==> config.mk <==
export PLATFORM = sky130hd
export DESIGN_NAME = irKeymap
export DESIGN_NICKNAME = d
export VERILOG_FILES = /design/src/rtl/irKeymapPkg.sv /design/src/rtl/irKeymapCtrl.sv /design/src/rtl/irKeymapData.sv /design/src/rtl/irKeymap.sv
export SDC_FILE = /design/constraint.sdc
export NUM_CORES = 2
export LEC_CHECK = 0
export CORE_MARGIN = 3
export CORE_UTILIZATION = 59
export DETAILED_ROUTE_END_ITERATION = 8
export DONT_BUFFER_PORTS = 1
export PLACE_DENSITY = 0.75
export SLEW_MARGIN = 40
export SYNTH_ARGS = -nofsm -noshare
export SYNTH_HDL_FRONTEND = slang
export SYNTH_SLANG_ARGS = --single-unit
==> constraint.sdc <==
create_clock -name clk -period 11.7 [get_ports clk]
set_input_delay 0 -clock clk [delete_from_list [all_inputs] [get_ports clk]]
set_output_delay 0 -clock clk [all_outputs]
set_load 0.03 [all_outputs]
==> src/rtl/irKeymapPkg.sv <==
package irKeymapPkg;

  // Table write selector
  typedef enum logic [1:0] {
    CFG_USER  = 2'd0,
    CFG_COUNT = 2'd1,
    CFG_SLOT  = 2'd2,
    CFG_NONE  = 2'd3
  } cfgKind_e;

  // Strobes from the sequencer to the datapath
  typedef struct packed {
    logic latchReq;
    logic grpClr;
    logic grpInc;
    logic btnClr;
    logic btnInc;
    logic commitHit;
    logic commitMiss;
  } strobes_t;

  // Compare results from the datapath to the sequencer
  typedef struct packed {
    logic grpMatch;
    logic grpLast;
    logic btnEnd;
    logic btnMatch;
  } flags_t;

endpackage

==> src/rtl/irKeymapCtrl.sv <==
module irKeymapCtrl
  import irKeymapPkg::*;
#(
  parameter int NUM_GROUPS  = 4,
  parameter int MAX_BUTTONS = 16
) (
  input  logic     clk,
  input  logic     rst,
  input  logic     reqValid,
  input  flags_t   flags,
  output strobes_t strobes,
  output logic     busy
);

  localparam int BUSY_LIMIT = NUM_GROUPS + MAX_BUTTONS + 1;
  localparam int BC_W       = $clog2(BUSY_LIMIT + 2);

  typedef enum logic [1:0] {
    ST_IDLE = 2'd0,
    ST_GRP  = 2'd1,
    ST_BTN  = 2'd2
  } state_e;

  state_e state, stateNext;

  always_comb begin
    strobes   = '0;
    stateNext = state;
    unique case (state)
      ST_IDLE: begin
        if (reqValid) begin
          strobes.latchReq = 1'b1;
          strobes.grpClr   = 1'b1;
          stateNext        = ST_GRP;
        end
      end
      ST_GRP: begin
        if (flags.grpMatch) begin
          strobes.btnClr = 1'b1;
          stateNext      = ST_BTN;
        end else if (flags.grpLast) begin
          strobes.commitMiss = 1'b1;
          stateNext          = ST_IDLE;
        end else begin
          strobes.grpInc = 1'b1;
        end
      end
      ST_BTN: begin
        if (flags.btnEnd) begin
          strobes.commitMiss = 1'b1;
          stateNext          = ST_IDLE;
        end else if (flags.btnMatch) begin
          strobes.commitHit = 1'b1;
          stateNext         = ST_IDLE;
        end else begin
          strobes.btnInc = 1'b1;
        end
      end
      default: stateNext = ST_IDLE;
    endcase
  end

  always_ff @(posedge clk) begin
    if (rst) state <= ST_IDLE;
    else     state <= stateNext;
  end

  assign busy = (state != ST_IDLE);

  // Length of the current busy stretch, for the bound check below
  logic [BC_W-1:0] busyCycles;
  always_ff @(posedge clk) begin
    if (rst || !busy)                    busyCycles <= '0;
    else if (busyCycles != {BC_W{1'b1}}) busyCycles <= busyCycles + 1'b1;
  end


  busy_bound_chk: assert property (@(posedge clk) disable iff (rst)
    busyCycles <= BC_W'(BUSY_LIMIT));


  start_req_chk: assert property (@(posedge clk) disable iff (rst)
    $rose(busy) |-> $past(reqValid));

endmodule

==> src/rtl/irKeymapData.sv <==
module irKeymapData
  import irKeymapPkg::*;
#(
  parameter int NUM_GROUPS  = 4,
  parameter int MAX_BUTTONS = 16,
  parameter int USER_W      = 16,
  parameter int SCAN_W      = 8,
  parameter int KEY_W       = 10,
  parameter int REP_W       = 8,
  localparam int GRP_W      = $clog2(NUM_GROUPS),
  localparam int IDX_W      = $clog2(MAX_BUTTONS),
  localparam int CNT_W      = $clog2(MAX_BUTTONS + 1),
  localparam int CFG_W      = (USER_W > SCAN_W + KEY_W) ? USER_W : SCAN_W + KEY_W
) (
  input  logic              clk,
  input  logic              rst,
  input  logic              cfgWe,
  input  logic [1:0]        cfgKind,
  input  logic [GRP_W-1:0]  cfgGroup,
  input  logic [IDX_W-1:0]  cfgSlot,
  input  logic [CFG_W-1:0]  cfgData,
  input  logic [USER_W-1:0] reqUser,
  input  logic [SCAN_W-1:0] reqScan,
  input  strobes_t          strobes,
  output flags_t            flags,
  output logic              done,
  output logic              hit,
  output logic [KEY_W-1:0]  keyCode,
  output logic [REP_W-1:0]  repeatCnt
);

  localparam logic [REP_W-1:0] REP_MAX = '1;
  localparam logic [CNT_W-1:0] CNT_MAX = CNT_W'(MAX_BUTTONS);

  // Table storage
  logic [USER_W-1:0] grpUser  [NUM_GROUPS];
  logic [CNT_W-1:0]  grpCount [NUM_GROUPS];
  logic [SCAN_W-1:0] slotScan [NUM_GROUPS][MAX_BUTTONS];
  logic [KEY_W-1:0]  slotKey  [NUM_GROUPS][MAX_BUTTONS];

  logic [USER_W-1:0] cfgUser;
  logic [CNT_W-1:0]  cfgCount;
  assign cfgUser  = cfgData[USER_W-1:0];
  assign cfgCount = (cfgData > CFG_W'(MAX_BUTTONS)) ? CNT_MAX : cfgData[CNT_W-1:0];

  always_ff @(posedge clk) begin
    if (rst) begin
      for (int g = 0; g < NUM_GROUPS; g++) begin
        grpUser[g]  <= '0;
        grpCount[g] <= '0;
        for (int s = 0; s < MAX_BUTTONS; s++) begin
          slotScan[g][s] <= '0;
          slotKey[g][s]  <= '0;
        end
      end
    end else if (cfgWe) begin
      unique case (cfgKind_e'(cfgKind))
        CFG_USER:  if (cfgUser != '0) grpUser[cfgGroup] <= cfgUser;
        CFG_COUNT: grpCount[cfgGroup] <= cfgCount;
        CFG_SLOT: begin
          slotScan[cfgGroup][cfgSlot] <= cfgData[SCAN_W-1:0];
          slotKey[cfgGroup][cfgSlot]  <= cfgData[SCAN_W +: KEY_W];
        end
        default: ;
      endcase
    end
  end

  // Latched request and search cursors
  logic [USER_W-1:0] userQ;
  logic [SCAN_W-1:0] scanQ;
  logic [GRP_W-1:0]  grpIdx;
  logic [CNT_W-1:0]  btnIdx;

  always_ff @(posedge clk) begin
    if (rst) begin
      userQ  <= '0;
      scanQ  <= '0;
      grpIdx <= '0;
      btnIdx <= '0;
    end else begin
      if (strobes.latchReq) begin
        userQ <= reqUser;
        scanQ <= reqScan;
      end
      if (strobes.grpClr)      grpIdx <= '0;
      else if (strobes.grpInc) grpIdx <= grpIdx + 1'b1;
      if (strobes.btnClr)      btnIdx <= '0;
      else if (strobes.btnInc) btnIdx <= btnIdx + 1'b1;
    end
  end

  // Per-group user-code comparators
  logic [NUM_GROUPS-1:0] grpHitVec;
  for (genvar g = 0; g < NUM_GROUPS; g++) begin : gen_grpCmp
    assign grpHitVec[g] = (grpUser[g] != '0) && (grpUser[g] == userQ);
  end

  logic [IDX_W-1:0]  slotSel;
  logic [KEY_W-1:0]  selKey;
  logic [SCAN_W-1:0] selScan;
  assign slotSel = btnIdx[IDX_W-1:0];
  assign selScan = slotScan[grpIdx][slotSel];
  assign selKey  = slotKey[grpIdx][slotSel];

  always_comb begin
    flags          = '0;
    flags.grpMatch = grpHitVec[grpIdx];
    flags.grpLast  = (grpIdx == GRP_W'(NUM_GROUPS - 1));
    flags.btnEnd   = (btnIdx >= grpCount[grpIdx]);
    flags.btnMatch = (selScan == scanQ);
  end

  // Result registers
  logic [KEY_W-1:0] keyQ;
  logic [REP_W-1:0] repQ;
  logic             hitQ;
  logic             doneQ;

  always_ff @(posedge clk) begin
    if (rst) begin
      keyQ  <= '0;
      repQ  <= '0;
      hitQ  <= 1'b0;
      doneQ <= 1'b0;
    end else begin
      doneQ <= strobes.commitHit | strobes.commitMiss;
      if (strobes.commitHit) begin
        hitQ <= 1'b1;
        keyQ <= selKey;
        if (selKey != keyQ)      repQ <= '0;
        else if (repQ != REP_MAX) repQ <= repQ + 1'b1;
      end else if (strobes.commitMiss) begin
        hitQ <= 1'b0;
        keyQ <= '0;
        repQ <= '0;
      end
    end
  end

  assign done      = doneQ;
  assign hit       = hitQ;
  assign keyCode   = keyQ;
  assign repeatCnt = repQ;


  repeat_step_chk: assert property (@(posedge clk) disable iff (rst)
    doneQ |-> (repQ == '0) || (repQ == $past(repQ) + REP_W'(1)) ||
              (repQ == REP_MAX && $past(repQ) == REP_MAX));


  new_key_chk: assert property (@(posedge clk) disable iff (rst)
    (doneQ && hitQ && keyQ != $past(keyQ)) |-> repQ == '0);


  miss_clears_chk: assert property (@(posedge clk) disable iff (rst)
    (doneQ && !hitQ) |-> (keyQ == '0 && repQ == '0));


  done_pulse_chk: assert property (@(posedge clk) disable iff (rst)
    doneQ |=> !doneQ);

endmodule

==> src/rtl/irKeymap.sv <==
module irKeymap
  import irKeymapPkg::*;
#(
  parameter int NUM_GROUPS  = 4,
  parameter int MAX_BUTTONS = 16,
  parameter int USER_W      = 16,
  parameter int SCAN_W      = 8,
  parameter int KEY_W       = 10,
  parameter int REP_W       = 8,
  localparam int GRP_W      = $clog2(NUM_GROUPS),
  localparam int IDX_W      = $clog2(MAX_BUTTONS),
  localparam int CFG_W      = (USER_W > SCAN_W + KEY_W) ? USER_W : SCAN_W + KEY_W
) (
  input  logic              clk,
  input  logic              rst,
  input  logic              cfgWe,
  input  logic [1:0]        cfgKind,
  input  logic [GRP_W-1:0]  cfgGroup,
  input  logic [IDX_W-1:0]  cfgSlot,
  input  logic [CFG_W-1:0]  cfgData,
  input  logic              reqValid,
  input  logic [USER_W-1:0] reqUser,
  input  logic [SCAN_W-1:0] reqScan,
  output logic              busy,
  output logic              done,
  output logic              hit,
  output logic [KEY_W-1:0]  keyCode,
  output logic [REP_W-1:0]  repeatCnt
);

  strobes_t strobes;
  flags_t   flags;

  irKeymapCtrl #(
    .NUM_GROUPS (NUM_GROUPS),
    .MAX_BUTTONS(MAX_BUTTONS)
  ) u_ctrl (
    .clk     (clk),
    .rst     (rst),
    .reqValid(reqValid),
    .flags   (flags),
    .strobes (strobes),
    .busy    (busy)
  );

  irKeymapData #(
    .NUM_GROUPS (NUM_GROUPS),
    .MAX_BUTTONS(MAX_BUTTONS),
    .USER_W     (USER_W),
    .SCAN_W     (SCAN_W),
    .KEY_W      (KEY_W),
    .REP_W      (REP_W)
  ) u_data (
    .clk      (clk),
    .rst      (rst),
    .cfgWe    (cfgWe),
    .cfgKind  (cfgKind),
    .cfgGroup (cfgGroup),
    .cfgSlot  (cfgSlot),
    .cfgData  (cfgData),
    .reqUser  (reqUser),
    .reqScan  (reqScan),
    .strobes  (strobes),
    .flags    (flags),
    .done     (done),
    .hit      (hit),
    .keyCode  (keyCode),
    .repeatCnt(repeatCnt)
  );

endmodule

# Word level (Yosys, flattened, before mapping)
# Memory sizes are Yosys's and may differ from the RTL's. A register that Yosys moved wholly into a read port is not among the register bits.
# Index checks and enable logic that the tools add are counted.
# totals
mem_count,4
in_bits,54
ram_bits,1236
ff_bits,53
# classes
n_eq_ne,16
reduce_logical,22
bitwise_logic,3
order_cmp,6
n_addsub,3
muxes,75
# memory_table
name,words,width,read_ports,rd_ports_with_merged_regs,write_ports,line_no,source
u_data.slotKey,4,160,1,1,4,irKeymapData.sv:39,logic [KEY_W-1:0] slotKey [NUM_GROUPS][MAX_BUTTONS];
u_data.slotScan,4,128,1,1,4,irKeymapData.sv:38,logic [SCAN_W-1:0] slotScan [NUM_GROUPS][MAX_BUTTONS];
u_data.grpUser,4,16,4,0,4,irKeymapData.sv:36,logic [USER_W-1:0] grpUser [NUM_GROUPS];
u_data.grpCount,4,5,1,1,4,irKeymapData.sv:37,logic [CNT_W-1:0] grpCount [NUM_GROUPS];
# op_table
op,n
two-way mux 160 bit,3
two-way mux 128 bit,3
OR reduction 160 bit,1
OR reduction 128 bit,1
nonzero test 16 bit,5
== test 16 bit,4
two-way mux 8 bit,7
two-way mux 10 bit,5
binary-select mux 10 bit (select 4 bit),1
demux 10 bit (select 4 bit),1
two-way mux 2 bit,20
binary-select mux 8 bit (select 4 bit),1
demux 8 bit (select 4 bit),1
two-way mux 1 bit,27
greater-than comparator 18 x 5 -> 1 bit (second input constant),1
two-way mux 16 bit,1
OR reduction 16 bit,1
greater-or-equal comparator 5 bit (second input constant),2
two-way mux 5 bit,2
inequality test 10 bit,1
NOT 4 -> 5 bit,2
inequality test 3 bit (second input constant),3
adder 8 x 1 -> 8 bit (second input constant),1
== test 8 bit,1
other kinds (20),30

# Longest topological paths before layout
# logic_depth
depth_word,10
ltp_mapped,20
mapped_depth_nobuf,12

# Modules after synthesis
# Synthesis repeated with hierarchy kept, for this count alone.
# unflattened
hier_cells,4086
area_unflattened_um2,59842.4
# by_module_without_submodules
mod,area_per_inst_um2,instances,cells_each,seq_area_each_um2
irKeymapData,59602.2,1,4059,38176.6
irKeymapCtrl,240.2,1,27,40.0

# Least setup slack after synthesis
# OpenSTA, ideal clock, no wires.
# synth_path
path_type,register to register
start,register with a tool-made name
end,"register u_data.repQ[4], in the netlist u_data.repeatCnt[4]"
required_ns,11.597
n_path_buf,8
setup_ns,0.103
path_stages_with_launch,20
slack_ns,7.455
arrival_ns,4.142
path_cell_list,dfxtp_1 buf_2 buf_2 buf_2 buf_2 buf_2 buf_1 mux4_2 ha_1 nand2b_1 a21o_1 a21o_1 a21oi_1 o21bai_1 or2_2 and3b_1 buf_2 buf_4 a21oi_1 a2111oi_2
# synth_lines
item,line_no,source
"end signal, assigned",irKeymapData.sv:132,else if (repQ != REP_MAX) repQ <= repQ + 1'b1;
"end, declared",irKeymapData.sv:116,logic [REP_W-1:0] repQ;

==> summary.md <==
| Metric | Value |
|---|---|
| Final WL | `173 mm` |
| Leading area contributor after synthesis | `edfxtp_1` |
| Total grt overflow | `0` |
| Final hold vios | `0` |
| Power Dens Cells | `154 nW/um^2` |
| TritonRoute pass-1 iters | `5` |
| Critical path type | `flip-flop to flip-flop` |
| Number of flops mapped to enable cells by yosys | `1236` |
| Area share of the largest cell type after synthesis | `0.620` |
| GRT Total Usage | `0.328` |
| Post-CTS Hold Buffers | `126` |
| Share of layout cells above drive strength 1 | `0.154` |
| # nets final | `4239` |
| Final Skew | `0.0206 ns` |
| Netlist cell types | `82` |
| CTS Buf Count | `132` |
| Area grow syn2layout | `11.2%` |
| Worst rel slew slack | `0.392` |
| Part of the power in combinational logic | `0.073` |
| Seq/Total Area, Yosys | `0.638` |
| NetSw | `2370 uW` |
| Setup violations, final | `0` |
| Reg power frac | `0.523` |
| Unrepaired setup endpoints after global routing | `no` |
| Leakage power | `0.0228 uW` |
| Outcome | `finished, final reports clean` |
| CP Data Required Time | `12.35 ns` |
| Gates resized, CTS repair | `0` |
| CTS tree | `built` |
| CP endpoint kind | `flip-flop` |
| I/O Pins | `75` |
| Max incr delay on CP | `0.70 ns` |
| Switching portion of total power | `0.230` |
| Largest net degree at the start of global routing | `121` |
| Vias per Instance | `6.50` |
| IO Port Bufs | `0` |
| H-tree levels | `4` |
| Synth warnings | `0` |
| WP data arrival | `6.44 ns` |
| Initial core utilization | `0.597` |
| Die Height | `325 um` |
| Later-pin clock latency in the skew report | `0.75 ns` |
| Top_reg_cell synth | `edfxtp_1` |
| Period minus WS final | `5.79 ns` |
| Slew Limit Fails | `0` |
| Clock transition at path regs | `0.06 ns` |
| Largest delay share family, worst path | `compound AO/OA/AOI/OAI gates` |
| CTS Sinks | `1291` |
| DRT iter0 DRCs | `5864` |
| Mean post-synth cell area | `14.3 um^2` |
| Vias in the first global route | `35800` |
| Slowest cell on the critical path | `a221oi_1` |
| Die Span X | `325 um` |
| Internal power | `7900 uW` |
| Worst slew pin tran | `0.909 ns` |
| Max Cap Violations | `0` |
| Root Buffer | `clkbuf_16` |
| Most common cell in the netlist | `edfxtp_1` |
| Initial antenna violation count | `4` |
| Clock power share | `0.403` |
| Routed Antenna Nets | `0` |
| WP buf/inv | `2` |
| Synthesized area | `59900 um^2` |
| Worst setup SP type | `flip-flop` |
| DRC | `0` |
| Syn_nets | `4241` |
| FMAX | `0.173 GHz` |
| Post-route setup TNS | `0 ns` |
| Tcrit/Tclk final | `0.495` |
| Dpl hpwl | `98.1 mm` |
| Top cells by area, synth | `edfxtp_1 (62%), and2_1 (12%), mux4_2 (8.7%)` |
| #FFs+latches synth | `1291` |
| Ys async rst share | `0` |
| CTS Buffer Depth | `3` |
| Overall power | `10300 uW` |
| Synth top cells by count | `edfxtp_1 (1236), and2_1 (1157), clkbuf_1 (274)` |
| Die Area | `105000 um^2` |
| Vias | `36700` |
| Worst vdd ir | `131 uV` |
| Global-route wire length before repair | `252 mm` |
| HP Class | `input pin to flip-flop` |
| Num rows | `116` |
| Cells after Synth | `4176` |
| Core area | `100000 um^2` |
| CP Max Fanout | `63` |
| Crit-path cells | `buf_6 > buf_4 > mux4_2 > mux2_2 > a221oi_1 > o31ai_1 > xnor2_1 > nand4_1 > or4b_4 > nor3_2 > a41oi_1 > a21oi_1` |
| Final GP Congestion | `0.934` |
| # Post-CTS Setup Buffers | `0` |
| WL/cell | `30.6 um` |
[power by group through the flow]
| stage | clock, uW | sequential [uW] | combinational [uW] |
|---|---|---|---|
| floorplan | 0 | 5420 | 457 |
| global placement | 0 | 5450 | 584 |
| detailed placement | 0 | 5470 | 585 |
| CTS | 4140 | 5370 | 729 |
| global route | 4330 | 5390 | 775 |
| finish | 4140 | 5380 | 751 |
[cell usage in the layout, fill, tap and decap left out, types with 11 or more instances in the layout]
| cell type | count |
|---|---|
| nor3_1 | 15 |
| clkbuf_16 | 137 |
| nand2_1 | 166 |
| a31oi_1 | 11 |
| a22oi_1 | 22 |
| nor2_1 | 164 |
| ha_1 | 11 |
| clkinv_2 | 25 |
| dfxtp_1 | 49 |
| dlygate4sd3_1 | 106 |
| or2_2 | 68 |
| a21oi_1 | 59 |
| clkbuf_1 | 25 |
| a211o_1 | 11 |
| nand4_1 | 18 |
| nand3b_1 | 13 |
| o221ai_1 | 36 |
| nor4_1 | 29 |
| nor2b_1 | 16 |
| mux2i_1 | 122 |
| a22o_1 | 12 |
| o21ai_0 | 12 |
| nand3_1 | 37 |
| buf_4 | 91 |
| a211oi_1 | 13 |
| mux4_2 | 230 |
| mux4_1 | 12 |
| xnor2_1 | 38 |
| buf_16 | 20 |
| edfxtp_1 | 1236 |
| o22ai_1 | 20 |
| and2_1 | 1155 |
| clkinv_1 | 35 |
| mux2_2 | 24 |
| xor2_1 | 50 |
| a221oi_1 | 17 |
| nand2b_1 | 11 |
| inv_1 | 35 |
[worst reg2reg max path: cells and delay by family, from the launching register on]
family                    cells  cell delay, ns
AOI/OAI and AO/OA             4            1.46
xor gates and xnor gates      1            0.22
buffers and inverters         2            1.34
DFF                           1            0.64
muxes                         2            0.74
and+or+nand+nor               3            1.29
[worst paths after layout]
| kind | cells after the start | from | slack [ns] | end |
|---|---|---|---|---|
| setup reg to reg | 12 | flip-flop | 5.91 | u_data.repeatCnt[7]$_SDFFE_PP0P_ |
| hold / removal | 5 | cfgSlot[2] | 0.05 | u_data.slotKey[2][52]$_SDFFCE_PN0P_ |
| hold reg to reg | 2 | u_ctrl.state[0]$_SDFFE_PP0P_ | 0.55 | u_ctrl.state[0]$_SDFFE_PP0P_ |
| setup / recovery | 12 | flip-flop | 5.91 | u_data.repeatCnt[7]$_SDFFE_PP0P_ |
[sequential cells by signal, indices dropped and copies added (netlist names), named ones only]
| signal | count |
|---|---|
| u_data.grpIdx | 2 |
| u_data.keyCode | 10 |
| u_data.btnIdx | 5 |
| u_data.scanQ | 8 |
| u_data.repeatCnt | 8 |
| u_ctrl.state | 2 |
| u_data.done | 1 |
| u_data.grpCount | 20 |
| u_data.slotKey | 640 |
| u_data.grpUser | 64 |
| u_data.userQ | 16 |
| u_data.slotScan | 512 |
| u_data.hit | 1 |
[cell families (layout without fill, tap and decap cells)]
group,after synthesis,in the layout,synth area share
buf+inv,396,500,0.0295
compound gates,270,270,0.0329
flops,1291,1291,0.638
xor+xnor,88,88,0.0129
fa+ha+maj,11,11,0.00230
simple gates,1731,1731,0.167
mux,389,389,0.117
other cells,0,8,0
[layout make-up]
class                      instances  area (um^2)
antenna                            8         20.0
clock buffer                     163         3540
clock inverter                    77          637
fill                            6676        33700
inverter                          38          143
multi-input combinational       2489        19900
sequential                      1291        38200
tap                             1357         1700
timing repair buffer             222         2370
[per-layer routing]
layer,global-route usage,wire length (um),vias up,share of wire
met3,0.0892,21900,468,0.13
li1,-,-,15200,-
met4,0.157,9310,2,0.054
met5,0,13,-,0.000075
met2,0.481,77200,2452,0.45
met1,0.460,64600,18600,0.37
[through the flow]
stage	instances	setup WS, ns	util	hold WS [ns]	instance area, um^2
finish	5645	5.91	0.664	0.0521	66600
detailed placement	5270	6.39	0.606	0.0870	60700
global placement	5270	6.13	0.605	0.0818	60700
CTS	5636	6.32	0.663	0.000670	66500
floorplan	4176	7.45	-	0.136	59900
global route	5639	5.98	0.664	0.0464	66600
Power figures use the tool's default switching activity.
